==> src/rtl/lw_sram_pkg.sv <==
package lw_sram_pkg;

    // kind of the burst currently open
    typedef enum logic [1:0] {
        BURST_NONE = 2'd0,
        BURST_RD   = 2'd1,
        BURST_WR   = 2'd2
    } burst_e;

endpackage

==> src/rtl/lw_sram_ctrl.sv <==
module lw_sram_ctrl
    import lw_sram_pkg::*;
#(
    parameter int AW = 6,
    parameter int NB = 2
) (
    input  logic          clk,
    input  logic          rst,
    input  logic          sleep_i,
    input  logic          sel_n_i,
    input  logic          wr_n_i,
    input  logic [NB-1:0] be_n_i,
    input  logic          oe_n_i,
    input  logic          adv_i,
    input  logic [AW-1:0] addr_i,
    output logic          rd_en_o,
    output logic [AW-1:0] rd_addr_o,
    output logic          wr_en_o,
    output logic [AW-1:0] wr_addr_o,
    output logic [NB-1:0] wr_be_o,
    output logic          drive_o
);

    localparam int HI = AW - 2;

    typedef struct packed {
        burst_e        kind;
        logic [AW-1:0] base;
        logic [1:0]    off;
        logic          wpend;
        logic [AW-1:0] waddr;
        logic [NB-1:0] wbe;
        logic          drive;
    } ctrl_st_t;

    ctrl_st_t st_d, st_q;
    logic [1:0]    off_nx;
    logic [AW-1:0] beat_addr;

    always_comb begin
        st_d      = st_q;
        st_d.wpend = 1'b0;
        st_d.drive = 1'b0;
        rd_en_o   = 1'b0;
        rd_addr_o = addr_i;
        off_nx    = st_q.off + 2'd1;
        beat_addr = {st_q.base[AW-1:2], st_q.base[1:0] + off_nx};
        if (!sleep_i) begin
            if (sel_n_i) begin
                st_d.kind = BURST_NONE;
            end else if (adv_i) begin
                if (st_q.kind != BURST_NONE) begin
                    st_d.off = off_nx;
                    if (st_q.kind == BURST_RD) begin
                        rd_en_o    = 1'b1;
                        rd_addr_o  = beat_addr;
                        st_d.drive = !oe_n_i;
                    end else begin
                        st_d.wpend = !(&be_n_i);
                        st_d.waddr = beat_addr;
                        st_d.wbe   = ~be_n_i;
                    end
                end
            end else begin
                st_d.base = addr_i;
                st_d.off  = 2'd0;
                if (wr_n_i) begin
                    st_d.kind  = BURST_RD;
                    rd_en_o    = 1'b1;
                    rd_addr_o  = addr_i;
                    st_d.drive = !oe_n_i;
                end else begin
                    st_d.kind  = BURST_WR;
                    st_d.wpend = !(&be_n_i);
                    st_d.waddr = addr_i;
                    st_d.wbe   = ~be_n_i;
                end
            end
        end
    end

    always_ff @(posedge clk) begin
        if (rst) begin
            st_q.kind  <= BURST_NONE;
            st_q.base  <= '0;
            st_q.off   <= 2'd0;
            st_q.wpend <= 1'b0;
            st_q.waddr <= '0;
            st_q.wbe   <= '0;
            st_q.drive <= 1'b0;
        end else begin
            st_q <= st_d;
        end
    end

    assign wr_en_o   = st_q.wpend;
    assign wr_addr_o = st_q.waddr;
    assign wr_be_o   = st_q.wbe;
    assign drive_o   = st_q.drive;


    sleep_no_write_chk: assert property (@(posedge clk) disable iff (rst)
        sleep_i |=> !wr_en_o);


    deselect_off_chk: assert property (@(posedge clk) disable iff (rst)
        (!sleep_i && sel_n_i) |=> !drive_o);


    read_oe_high_off_chk: assert property (@(posedge clk) disable iff (rst)
        (!sleep_i && !sel_n_i && !adv_i && wr_n_i && oe_n_i) |=> !drive_o);


    full_write_pending_chk: assert property (@(posedge clk) disable iff (rst)
        (!sleep_i && !sel_n_i && !adv_i && !wr_n_i && (be_n_i == '0))
        |=> (wr_en_o && (wr_be_o == {NB{1'b1}})));


    burst_step_chk: assert property (@(posedge clk) disable iff (rst)
        (!sleep_i && !sel_n_i && adv_i && (st_q.kind != BURST_NONE))
        |=> ((st_q.off == $past(st_q.off) + 2'd1) && (st_q.base == $past(st_q.base))));


    abort_no_write_chk: assert property (@(posedge clk) disable iff (rst)
        (!sleep_i && !sel_n_i && (&be_n_i) && (!wr_n_i || adv_i)) |=> !wr_en_o);

    if (HI < 0) begin : g_bad_aw
        initial $error("AW must be at least 2");
    end

endmodule

==> src/rtl/lw_sram_array.sv <==
module lw_sram_array #(
    parameter int AW = 6,
    parameter int NB = 2,
    parameter int BW = 8
) (
    input  logic             clk,
    input  logic             wr_en_i,
    input  logic [AW-1:0]    wr_addr_i,
    input  logic [NB-1:0]    wr_be_i,
    input  logic [NB*BW-1:0] wr_data_i,
    input  logic             rd_en_i,
    input  logic [AW-1:0]    rd_addr_i,
    output logic [NB*BW-1:0] rd_data_o
);

    localparam int DW    = NB * BW;
    localparam int WORDS = 1 << AW;

    logic [DW-1:0] mem [WORDS];
    logic [DW-1:0] rdata_d, rdata_q;
    logic [DW-1:0] stored;
    logic          hit;

    assign stored = mem[rd_addr_i];
    assign hit    = wr_en_i && (wr_addr_i == rd_addr_i);

    // read path with late-write bypass, byte by byte
    for (genvar b = 0; b < NB; b++) begin : g_byp
        always_comb begin
            if (!rd_en_i)
                rdata_d[b*BW +: BW] = rdata_q[b*BW +: BW];
            else if (hit && wr_be_i[b])
                rdata_d[b*BW +: BW] = wr_data_i[b*BW +: BW];
            else
                rdata_d[b*BW +: BW] = stored[b*BW +: BW];
        end

        always_ff @(posedge clk) begin
            if (wr_en_i && wr_be_i[b])
                mem[wr_addr_i][b*BW +: BW] <= wr_data_i[b*BW +: BW];
        end
    end

    always_ff @(posedge clk) begin
        rdata_q <= rdata_d;
    end

    assign rd_data_o = rdata_q;


    bypass_data_chk: assert property (@(posedge clk)
        (rd_en_i && hit && (wr_be_i == {NB{1'b1}})) |=> (rd_data_o == $past(wr_data_i)));

endmodule

==> src/rtl/lw_sram.sv <==
module lw_sram #(
    parameter int AW = 6,
    parameter int NB = 2,
    parameter int BW = 8
) (
    input  logic             clk,
    input  logic             rst,
    input  logic             sleep_i,
    input  logic             sel_n_i,
    input  logic             wr_n_i,
    input  logic [NB-1:0]    be_n_i,
    input  logic             oe_n_i,
    input  logic             adv_i,
    input  logic [AW-1:0]    addr_i,
    input  logic [NB*BW-1:0] din_i,
    output logic [NB*BW-1:0] dout_o,
    output logic             doe_o
);

    logic          rd_en;
    logic [AW-1:0] rd_addr;
    logic          wr_en;
    logic [AW-1:0] wr_addr;
    logic [NB-1:0] wr_be;
    logic          drive;

    lw_sram_ctrl #(.AW(AW), .NB(NB)) ctrl_i (
        .clk       (clk),
        .rst       (rst),
        .sleep_i   (sleep_i),
        .sel_n_i   (sel_n_i),
        .wr_n_i    (wr_n_i),
        .be_n_i    (be_n_i),
        .oe_n_i    (oe_n_i),
        .adv_i     (adv_i),
        .addr_i    (addr_i),
        .rd_en_o   (rd_en),
        .rd_addr_o (rd_addr),
        .wr_en_o   (wr_en),
        .wr_addr_o (wr_addr),
        .wr_be_o   (wr_be),
        .drive_o   (drive)
    );

    lw_sram_array #(.AW(AW), .NB(NB), .BW(BW)) array_i (
        .clk       (clk),
        .wr_en_i   (wr_en),
        .wr_addr_i (wr_addr),
        .wr_be_i   (wr_be),
        .wr_data_i (din_i),
        .rd_en_i   (rd_en),
        .rd_addr_i (rd_addr),
        .rd_data_o (dout_o)
    );

    assign doe_o = drive && !sleep_i;


    reset_off_chk: assert property (@(posedge clk) rst |=> !doe_o);


    idle_continue_off_chk: assert property (@(posedge clk) disable iff (rst)
        (!sleep_i && sel_n_i) ##1 (!sleep_i && !sel_n_i && adv_i) |=> !doe_o);

endmodule

==> config.mk <==
export PLATFORM = sky130hd
export DESIGN_NAME = lw_sram
export DESIGN_NICKNAME = d
export VERILOG_FILES = /design/src/rtl/lw_sram_pkg.sv /design/src/rtl/lw_sram_ctrl.sv /design/src/rtl/lw_sram_array.sv /design/src/rtl/lw_sram.sv
export SDC_FILE = /design/constraint.sdc
export NUM_CORES = 1
export LEC_CHECK = 0
export ABC_CLOCK_PERIOD_IN_PS = 4950
export CAP_MARGIN = 5
export CELL_PAD_IN_SITES_DETAIL_PLACEMENT = 1
export CELL_PAD_IN_SITES_GLOBAL_PLACEMENT = 2
export CORE_MARGIN = 2
export CORE_UTILIZATION = 54
export DETAILED_ROUTE_END_ITERATION = 7
export GPL_TIMING_DRIVEN = 0
export PLACE_DENSITY_LB_ADDON = 0.05
export SYNTH_ARGS = -nofsm -noshare
export SYNTH_HDL_FRONTEND = slang
export SYNTH_HIERARCHICAL = 1
export SYNTH_SLANG_ARGS = --single-unit
==> constraint.sdc <==
create_clock -name clk -period 4.95 [get_ports clk]
set_input_delay 0.99 -clock clk [delete_from_list [all_inputs] [get_ports clk]]
set_output_delay 0.99 -clock clk [all_outputs]
set_load 0.02 [all_outputs]
==> metrics.cfg <==
[critical_path]
cp_max_fo = 10
critPathBufInv = 5
worstPathCellList = clkdlybuf4s50_1, nor2_1, and3_4, buf_6, mux2_4, buf_2, buf_2, clkbuf_1, mux4_2, a22oi_1, a31oi_1, a32o_1
crit_path_frequent_cell = buf_2
criticalPathCategory = primary input to flop
cp.required_ns = 5.35
critPathTopFamily = buffers and inverters
cp-start-kind = primary input
cp-end-kind = flop
cpPeakStageDelay_ns = 0.76
arrival_ns = 5.18
cpMaxStageDelayCell = clkbuf_1

[timing]
holdWs_ns = 0.498
finalWorstPathRequiredPeriod_ns = 4.78
rsz0062_at_grt = no
fin_setup_tns_ns = 0
worstMarginPinSlew_ns = 1.19
worst_slack_ns = 0.168
slew_violations = 0
slew_headroom_pct = 20.9
post-route-period-util_pct = 96.6
finalHoldViolations = 0
setup_violations = 0
skew_ns = 0.0220
fmax_ghz = 0.209

[power]
switchingPower_mw = 4.15
intPower_mw = 14.9
combinationalPowerShare_pct = 5.6
power_mw = 19.0
seq_power_share_pct = 51.8
swShare_pct = 21.8
power_frac_clock_pct = 42.6
p_per_area_nw_per_um2 = 402
vdd_drop_max_mv = 0.346
p_leak_nw = 15.0

[yosys]
synthesis.area_um2 = 41800
synthCells = 2052
synth.most_common_cell = edfxtp_1
syn_nets = 2084
synth_edf_count = 1040
yosys.area.top_type = edfxtp_1
ys_types = 65
avgSynthCellArea_um2 = 20.4
ys.warnings.count = 6
synth-async-reset-ratio_pct = 0
synthTopCellsByArea = edfxtp_1, mux4_2, mux2i_1
netlist_top_cells_count = edfxtp_1, mux4_2, nor2_1, mux2i_1, a22oi_1
synth_top_area_share_pct = 74.7
synth_flop_cell = edfxtp_1
ys_seq_area_share_pct = 75.6
synth-seq-cells = 1060

[route]
drt_iter0_drc = 2152
num_vias = 21500
drcViolationCount = 0
drt_wl_total_mm = 117
wl_per_cell_um = 35.0
ant_nets = 0
first_pass_iters = 5
vias_per_cell = 6.43

[cells_and_area]
layout.nets = 2252
instances_no_fill = 3346
layout-drive-gt1-share_pct = 22.9
area_growth_syn_to_layout_pct = 13.0
design_area_um2 = 47300
postLayoutCoreUtil_pct = 61.3

[placement]
gp_congestion = 0.870
dpl_cell_area_um2 = 43800
dp_cells = 3154
place_ws_ns = -0.603
detailed_place_hpwl_mm = 80.3
port_buffers = 45

[floorplan]
fp.dieW_um = 282
rows = 102
initial_core_util_pct = 54.3
die_y_um = 282
io_pins = 48
coreArea_um2 = 77100
die_area_um2 = 79700

[global_route]
antenna_found_initial = 4
grt_pass1_wl_mm = 166
grt_usage_pct = 30.1
grt_pass1_vias = 22400
gr-total-overflow = 0
grt_max_degree = 54

[clock_network]
root_buffer = clkbuf_16
clk_latency_ns = 0.68
clk_path_buf_depth = 3
cts.clk_slew.worst_paths_ns = 0.06
cts.sinks = 1060
htree_levels = 3
cts_tree = done
cts_buffers = 104

[outcome]
status = completed

[hold_path]
hold_path.class = flop to flop

[run]
drv_cap = 0

-- logic make-up (layout without fill, tap and decap cells) --
| kind of cell | after synthesis | count (layout) | synth area share (%) |
|---|---|---|---|
| fa+ha+maj | 1 | 1 | 0.0299 |
| other cells | 0 | 2 | 0 |
| xor+xnor | 9 | 9 | 0.188 |
| buf+inv | 137 | 389 | 2.02 |
| flops | 1060 | 1060 | 75.6 |
| compound gates | 211 | 211 | 3.70 |
| mux | 355 | 355 | 15.3 |
| simple gates | 279 | 279 | 3.14 |
-- layout make-up --
type | instances | area [um2]
flip-flops and latches | 1060 | 31600
fillers | 6530 | 29800
multi-input cells | 855 | 9350
clock buffers | 120 | 2660
well taps | 1040 | 1300
plain buffers | 133 | 832
clock inverters | 70 | 773
repair buffers | 62 | 709
inverters | 4 | 15.0
diodes | 2 | 5.00
-- state kept, by name (all words and copies together), names as in the netlist --
register           cells
array_i/rd_data_o     16
array_i/mem         1024
ctrl_i/beat_addr       4
ctrl_i/st_q            6
ctrl_i/wr_addr_o       6
ctrl_i/drive_o         1
ctrl_i/wr_en_o         1
ctrl_i/wr_be_o         2
-- path summary, 6_finish.rpt --
| kind | to | depth (start not counted) | slack [ns] | start |
|---|---|---|---|---|
| max | array_i/rd_data_o[11] | 12 | 0.17 | sleep_i |
| min | ctrl_i/st_q[12] | 2 | 0.50 | ctrl_i/st_q[12] |
| max reg2reg | array_i/rd_data_o[4] | 12 | 0.74 | ctrl_i/st_q[10] |
| min reg2reg | ctrl_i/st_q[12] | 2 | 0.50 | ctrl_i/st_q[12] |
-- per-layer routing --
| metal | vias to the layer above | GRT usage, % | share of wire [%] |
|---|---|---|---|
| met2 | 962 | 49.4 | 49 |
| met5 | - | 0 | 0.011 |
| met1 | 11500 | 41.1 | 40 |
| met3 | 213 | 4.73 | 6.9 |
| li1 | 8852 | - | - |
| met4 | 2 | 11.6 | 4.1 |
-- power by group through the flow --
stage          logic [mW]  clock network (mW)  registers (mW)
2_1_floorplan       0.526                   0            10.1
3_3_place_gp         1.00                   0            10.1
3_5_place_dp         1.05                   0            10.1
4_1_cts              1.05                8.13            9.86
5_1_grt              1.10                8.44            9.86
6_report             1.06                8.10            9.86
-- timing repair --
action,4_1_cts,5_1_grt
hold buffers,0,0
resized for setup,0,3
setup endpoints to repair,0,1
buffers inserted,0,0
-- worst min-delay path, cell delays in order (launching register included) --
cell,delay (ns)
dfxtp_1,0.31
o21ai_0,0.07
a21oi_1,0.06
-- cell usage in the layout, fill, tap and decap left out, drive strengths merged, types with 3 or more instances in the layout --
master | synthesis | final
mux2 | 34 | 34
a32o | 14 | 14
edfxtp | 1040 | 1040
o22ai | 5 | 5
nor3 | 6 | 6
mux4 | 215 | 215
clkinv | 0 | 43
nor2 | 145 | 145
a21oi | 24 | 24
and2 | 3 | 3
a31oi | 40 | 40
a22oi | 56 | 56
o211ai | 15 | 15
nand3 | 19 | 19
nor4 | 4 | 4
dfxtp | 20 | 20
clkdlybuf4s50 | 0 | 29
nand2b | 8 | 8
bufinv | 0 | 15
nand2 | 55 | 55
nor2b | 11 | 11
clkbuf | 37 | 157
o22a | 14 | 14
or3 | 3 | 3
a221oi | 14 | 14
a211oi | 7 | 7
xor2 | 7 | 7
inv | 4 | 8
nor3b | 7 | 7
mux2i | 106 | 106
o21ai | 10 | 10
buf | 96 | 129
nand3b | 3 | 3
clkinvlp | 0 | 8
or2 | 3 | 3
a2111oi | 3 | 3
and3 | 4 | 4
(Power assumes the default switching activity.)
